`config.mk`:
```
export PLATFORM = sky130hd
export DESIGN_NAME = vlcfg_unit
export DESIGN_NICKNAME = d
export VERILOG_FILES = /design/src/rtl/vlcfg_pkg.sv /design/src/rtl/vlcfg_decode.sv /design/src/rtl/vlcfg_next.sv /design/src/rtl/vlcfg_unit.sv
export SDC_FILE = /design/constraint.sdc
export NUM_CORES = 1
export LEC_CHECK = 0
export BUFFER_PORTS_ARGS = -buffer_cell sky130_fd_sc_hd__buf_2
export CORE_MARGIN = 2
export CORE_UTILIZATION = 44
export CTS_CLUSTER_SIZE = 24
export DETAILED_ROUTE_END_ITERATION = 10
export HOLD_SLACK_MARGIN = 0.08
export PLACE_DENSITY = 0.91
export SLEW_MARGIN = 20
export SYNTH_ARGS = -nofsm -noshare
export SYNTH_HDL_FRONTEND = slang
export SYNTH_SLANG_ARGS = --single-unit
export TNS_END_PERCENT = 5
```
`constraint.sdc`:
```
create_clock -name clk -period 7.55 [get_ports clk]
set_clock_uncertainty 0.05 [all_clocks]
set_input_delay 0.755 -clock clk [delete_from_list [all_inputs] [get_ports clk]]
set_output_delay 0.755 -clock clk [all_outputs]
set_load 0.05 [all_outputs]
```
`src/rtl/vlcfg_pkg.sv`:
```
package vlcfg_pkg;
  localparam logic [6:0] VL_PREFIX = 7'b0011111;

  typedef enum logic [2:0] {
    VM_NONE,
    VM_SET_BOTH,
    VM_SET_MAX,
    VM_LOOP_IMM,
    VM_LOOP_REG
  } vl_mode_e;
endpackage

```
`src/rtl/vlcfg_decode.sv`:
```
module vlcfg_decode
  import vlcfg_pkg::*;
#(
  parameter int WORD_W = 48
) (
  input  logic              valid,
  input  logic [WORD_W-1:0] word,
  input  logic [11:0]       vl_type,
  output vl_mode_e          mode,
  output logic              act
);
  logic hit;

  assign hit = (word[6:0] == VL_PREFIX);

  always_comb begin
    if (vl_type == 12'd0)      mode = VM_NONE;
    else if (vl_type[11])      mode = vl_type[0] ? VM_SET_MAX  : VM_SET_BOTH;
    else                       mode = vl_type[0] ? VM_LOOP_REG : VM_LOOP_IMM;
  end

  assign act = valid && hit && (mode != VM_NONE);
endmodule

```
`src/rtl/vlcfg_next.sv`:
```
module vlcfg_next
  import vlcfg_pkg::*;
#(
  parameter int IMM_W = 6,
  parameter int XLEN  = 32,
  localparam int VL_W = IMM_W + 1
) (
  input  vl_mode_e         mode,
  input  logic [IMM_W-1:0] imm,
  input  logic [XLEN-1:0]  rs_val,
  input  logic [VL_W-1:0]  cur_max,
  input  logic [VL_W-1:0]  cur_vl,
  output logic [VL_W-1:0]  nxt_max,
  output logic [VL_W-1:0]  nxt_vl
);
  logic [VL_W-1:0] imm_len;
  logic [VL_W-1:0] imm_grant;
  logic [VL_W-1:0] reg_grant;
  logic [VL_W-1:0] clamp_vl;

  assign imm_len   = VL_W'(imm) + VL_W'(1);
  assign imm_grant = (imm_len > cur_max) ? cur_max : imm_len;
  assign clamp_vl  = (cur_vl > imm_len) ? imm_len : cur_vl;

  generate
    if (XLEN > VL_W) begin : g_wide
      assign reg_grant = (rs_val >= XLEN'(cur_max)) ? cur_max : rs_val[VL_W-1:0];
    end else begin : g_narrow
      logic [VL_W-1:0] rs_ext;
      assign rs_ext    = VL_W'(rs_val);
      assign reg_grant = (rs_ext >= cur_max) ? cur_max : rs_ext;
    end
  endgenerate

  always_comb begin
    nxt_max = cur_max;
    nxt_vl  = cur_vl;
    unique case (mode)
      VM_SET_BOTH: begin nxt_max = imm_len; nxt_vl = imm_len;  end
      VM_SET_MAX:  begin nxt_max = imm_len; nxt_vl = clamp_vl; end
      VM_LOOP_IMM: nxt_vl = imm_grant;
      VM_LOOP_REG: nxt_vl = reg_grant;
      default: ;
    endcase
  end
endmodule

```
`src/rtl/vlcfg_unit.sv`:
```
module vlcfg_unit
  import vlcfg_pkg::*;
#(
  parameter int WORD_W = 48,
  parameter int IMM_W  = 6,
  parameter int XLEN   = 32,
  parameter int IDX_W  = 5,
  localparam int VL_W  = IMM_W + 1
) (
  input  logic              clk,
  input  logic              rst_n,
  input  logic              insn_valid,
  input  logic [WORD_W-1:0] insn_word,
  input  logic [11:0]       vl_type,
  input  logic [IMM_W-1:0]  imm,
  input  logic [IDX_W-1:0]  rd_idx,
  input  logic [XLEN-1:0]   rs_val,
  output logic [VL_W-1:0]   maxvl,
  output logic [VL_W-1:0]   vl,
  output logic              wb_valid,
  output logic [IDX_W-1:0]  wb_idx,
  output logic [XLEN-1:0]   wb_data
);
  vl_mode_e        mode;
  logic            act;
  logic [VL_W-1:0] nxt_max;
  logic [VL_W-1:0] nxt_vl;

  vlcfg_decode #(.WORD_W(WORD_W)) u_dec (
    .valid   (insn_valid),
    .word    (insn_word),
    .vl_type (vl_type),
    .mode    (mode),
    .act     (act)
  );

  vlcfg_next #(.IMM_W(IMM_W), .XLEN(XLEN)) u_nxt (
    .mode    (mode),
    .imm     (imm),
    .rs_val  (rs_val),
    .cur_max (maxvl),
    .cur_vl  (vl),
    .nxt_max (nxt_max),
    .nxt_vl  (nxt_vl)
  );

  always_ff @(posedge clk or negedge rst_n) begin
    if (!rst_n) begin
      maxvl    <= VL_W'(1);
      vl       <= VL_W'(1);
      wb_valid <= 1'b0;
      wb_idx   <= '0;
      wb_data  <= '0;
    end else begin
      wb_valid <= 1'b0;
      if (act) begin
        maxvl    <= nxt_max;
        vl       <= nxt_vl;
        wb_valid <= (rd_idx != '0);
        wb_idx   <= rd_idx;
        wb_data  <= XLEN'(nxt_vl);
      end
    end
  end
endmodule


```
Word-level counts from Yosys, hierarchy flattened

Index checks and enable logic that the tools add are counted.

Bits of input ports: 106
Output and inout port bits: 52
Register bits: 27

Order comparisons: 3
Add/subtract/negate cells: 1
Mux-type cells: 9
Eq/ne operators: 5
Reductions and logical operators: 7

Operators by type and width:

| operator                                                               | number |
|---|---|
| 32-bit by 7-bit greater-or-equal comparator with 1-bit output          | 1 |
| 7-bit one-hot mux with 4 select lines                                  | 1 |
| 7-bit two-way mux                                                      | 3 |
| 7-bit greater-than comparator                                          | 2 |
| 12-bit zero test                                                       | 1 |
| 3-bit two-way mux                                                      | 3 |
| 6-bit by 1-bit adder with 7-bit output (second input constant)         | 1 |
| 7-bit by 5-bit equality test with 1-bit output (second input constant) | 1 |
| 3-bit by 2-bit equality test with 1-bit output (second input constant) | 2 |
| 5-bit nonzero test                                                     | 1 |
| 3-bit by 1-bit equality test with 1-bit output (second input constant) | 1 |
| 3-bit equality test (second input constant)                            | 1 |
| 3-bit nonzero test                                                     | 1 |
| 1-bit logical AND                                                      | 2 |
| 2-bit two-way mux                                                      | 1 |
| 2-bit AND reduction                                                    | 1 |
| 2-bit OR reduction                                                     | 1 |
| 1-bit two-way mux                                                      | 1 |

Logic depth before layout (Yosys ltp)

Depth in word-level cells: 6
Depth in mapped cells: 11
Depth with buffers taken out: 11

By module

A second synthesis with hierarchy kept.

Cells, all modules: 248
Area, all modules: 2243.4 um^2

By module, submodules not included:

| module       | seq. area each (um^2) | instances | area an instance (um^2) | cells an instance |
|---|---|---|---|---|
| vlcfg_next   | 0.0                   | 1         | 1112.3                  | 154 |
| vlcfg_unit   | 528.0                 | 1         | 1013.5                  | 80 |
| vlcfg_decode | 0.0                   | 1         | 117.6                   | 14 |

Worst setup path after synthesis

OpenSTA, ideal clock, no wires.

Kind: in2reg
Start point: in imm[0]
End point: reg (tool-made name)
Cell stages on the path: 11
Arrival: 2.879 ns
Setup slack: 4.495 ns
Setup time: 0.126 ns
Buffers on the path: 0
Data required time: 7.374 ns
Path through: ha_1 > nand3_1 > xnor2_1 > inv_1 > ha_1 > a211oi_1 > nor2_1 > o311ai_0 > o21a_1 > nor2b_1 > a221o_1

RTL lines:

| what               | RTL line         | RTL |
|---|---|---|
| start: declaration | vlcfg_unit.sv:15 | `input logic [IMM_W-1:0] imm,` |

==> summary.md <==
| Metric | Value |
|---|---|
| Status | `finished, final reports clean` |
| Async S/R FF share, synth | `100%` |
| Startpoint types | `input pin` |
| EDFF count, synth | `0` |
| Initial antenna violation count | `0` |
| Via Count | `2,007` |
| PostCTS Resize Cnt | `0` |
| Top FF cell, synth | `dfrtp_1` |
| Worst path required time | `7.64 ns` |
| Vias in the first global route | `1,801` |
| Via density | `5.38` |
| Crit-path most repeated cell | `ha_1` |
| First-pass GRT wire length | `7.85 mm` |
| PortBufs | `91` |
| Max incr delay on CP | `0.45 ns` |
| DRC | `0` |
| Crit Path Max Fanout | `7` |
| LEAKAGE | `1.31 nW` |
| Crit path buf inv count | `2` |
| DRT Wirelength | `5.01 mm` |
| Total GRT Usage | `18.4%` |
| DRT iter0 DRCs | `103` |
| Setup CP Type | `input pin to register` |
| Fin Hold WS | `0.398 ns` |
| Ys Warns | `0` |
| Finished layout cell area | `2510 µm²` |
| Syn Area/Cell | `9.05 µm²` |
| Largest net degree at the start of global routing | `22` |
| Yosys reg bits | `21` |
| Wire per inst | `13.4 µm` |
| Gr ovfl total | `0` |
| Initial Util | `45.1%` |
| CP Data Arrival Time | `3.51 ns` |
| Setup TNS | `0 ns` |
| Layout cell share with drive strength beyond 1 | `36.4%` |
| Die area | `5380 µm²` |
| HPWL Detailed | `4.15 mm` |
| Post-route minimum period | `3.41 ns` |
| Fin cells | `373` |
| Num CTS Buffers | `3` |
| CTS H-tree lvls | `1` |
| Cell Chain, Critical Path | `buf_2 > ha_1 > nand3_1 > xnor2_1 > inv_1 > ha_1 > a211oi_1 > nor2_1 > o311ai_0 > o21a_1 > nor2b_1 > a221o_1` |
| Internal reg-to-reg setup slack | `4.67 ns` |
| Global placement routability congestion | `0.877` |
| Unrepaired setup endpoints after global routing | `false` |
| Postcts setup bufs | `0` |
| Worst relative slew slack | `62.2%` |
| Hold Buf Count CTS | `0` |
| FMAX | `0.293 GHz` |
| Clk sink count | `21` |
| Root buf cell | `clkbuf_8` |
| Sequential cell area | `528 µm²` |
| Vert. Die Dim | `73.4 µm` |
| Core footprint | `4690 µm²` |
| Final ANT Viol Nets | `0` |
| Fill count | `421` |
| Crit share post-route | `45.2%` |
| Mapped Area | `2120 µm²` |
| PD cells | `130 nW/µm²` |
| Total chip power | `0.328 mW` |
| Multi-input logic area | `1350 µm²` |
| Tightest Pin Transition | `0.567 ns` |
| Endpoints failing setup | `0` |
| Placed instance area | `2470 µm²` |
| Mapped Cells | `234` |
| Critical-path top delay cell | `o311ai_0` |
| Reg clk slew, reported paths | `0.08 ns` |
| Peak VDD IR | `0.0771 mV` |
| Later-pin clock latency in the skew report | `0.26 ns` |
| Nets | `449` |
| Area Overhead vs Synth | `18.8%` |
| Yosys cell types | `53` |
| CP top delay family | `compound AO/OA/AOI/OAI gates` |
| Max-slew violation count | `0` |
| Placed Instances | `369` |
| N_diodes | `0` |
| # IOs | `158` |
| Clk buf depth | `2` |
| Reg2reg path depth | `7` |
| Pre-antenna DRT Iters | `4` |
| Register area share after synthesis | `24.9%` |
| Max_cap viols | `0` |
| HP Class | `input pin to asynchronous set/reset pin` |
| Clock tree from TritonCTS | `built` |
| Setup crit end kind | `register` |
| Die Width | `73.4 µm` |
| Reg-to-Reg Start | `maxvl[0]` |
| Final Hold Viols | `0` |
| Num rows | `25` |
-- worst max-delay path by stage --
stage	start	endpoint	slack [ns]	depth (start not counted)
after detailed placement	imm[0]	register	3.91	12
after global routing	imm[0]	register	3.83	12
after CTS	imm[0]	register	4.18	12
after global placement	imm[0]	register	3.96	12
after floorplan	imm[0]	register	4.49	11
final	imm[0]	register	4.14	12
-- per-stage QoR --
step | utilization [%] | setup WS (ns)
2_1_floorplan | - | 4.49
3_3_place_gp | 52.6 | 3.96
3_5_place_dp | 52.6 | 3.91
4_1_cts | 53.6 | 4.18
5_1_grt | 53.6 | 3.83
6_report | 53.6 | 4.14
-- final cells by class --
class / count / share of cell area, %
Clock buffer: 4 / 1.79
Inverter: 19 / 2.84
Multi-Input combinational cell: 184 / 53.6
Sequential cell: 21 / 21.0
Tap cell: 54 / 2.69
Timing Repair Buffer: 91 / 18.1
-- layout by cell type (no fill, tap or decap), types with 2 or more instances in the layout --
cell type,count
buf_2,91
conb_1,25
ha_1,23
inv_1,19
dfrtp_1,19
a21oi_1,13
nor2_1,11
nand2_1,11
nand3_1,9
mux2_2,8
o21ai_0,7
nor4_1,5
nor2b_1,5
nand4_1,4
o21a_1,4
mux2i_1,4
a221o_1,4
and3_1,3
nor3_1,3
a211oi_1,3
nor3b_1,3
nor4_2,3
o2bb2ai_1,3
clkbuf_8,3
xor2_1,2
xnor2_1,2
or2_2,2
nand3b_1,2
a21o_1,2
a32o_1,2
dfstp_2,2
-- logic make-up after synthesis --
| family | share of synthesized area, % |
|---|---|
| simple gates | 18.9 |
| buf+inv | 15.7 |
| compound gates | 18.2 |
| fa+ha+maj | 13.6 |
| flops | 24.9 |
| mux | 6.86 |
| xor+xnor | 1.66 |
| other cells | 0.177 |
-- metal layers --
metal / share of wire, % / vias to the layer above / track usage [%]
li1: - / 976 / -
met1: 42 / 917 / 23.0
met2: 49 / 108 / 33.2
met3: 8.6 / 6 / 3.16
met4: 0.68 / 0 / 3.43
met5: 0 / - / 0
-- synthesized netlist by cell type, types with 5 or more instances --
cell type	number	area share, %
nor2b_1	5	1.5
dfrtp_1	19	22
a21oi_1	13	3.1
nand3_1	9	2.1
ha_1	23	14
nand2_1	11	2.0
o21ai_0	7	1.7
buf_4	31	11
nor4_1	5	1.5
mux2_2	8	4.3
nor2_1	11	2.0
inv_1	19	3.4
-- where the power goes --
| group | total, mW | internal (mW) | switching [mW] |
|---|---|---|---|
| combinational | 0.127 | 0.0373 | 0.0902 |
| sequential | 0.124 | 0.119 | 0.00499 |
| clock | 0.0765 | 0.0377 | 0.0389 |
-- worst reg2reg max path: stages (launching register included) --
cell and delay (ns):
dfstp_2 0.59, ha_1 0.24, nor3b_1 0.21, o21ai_0 0.17, a311oi_4 0.60, mux2_2 0.41
a32o_1 0.22, a221o_1 0.27
(Power assumes the default switching activity.)
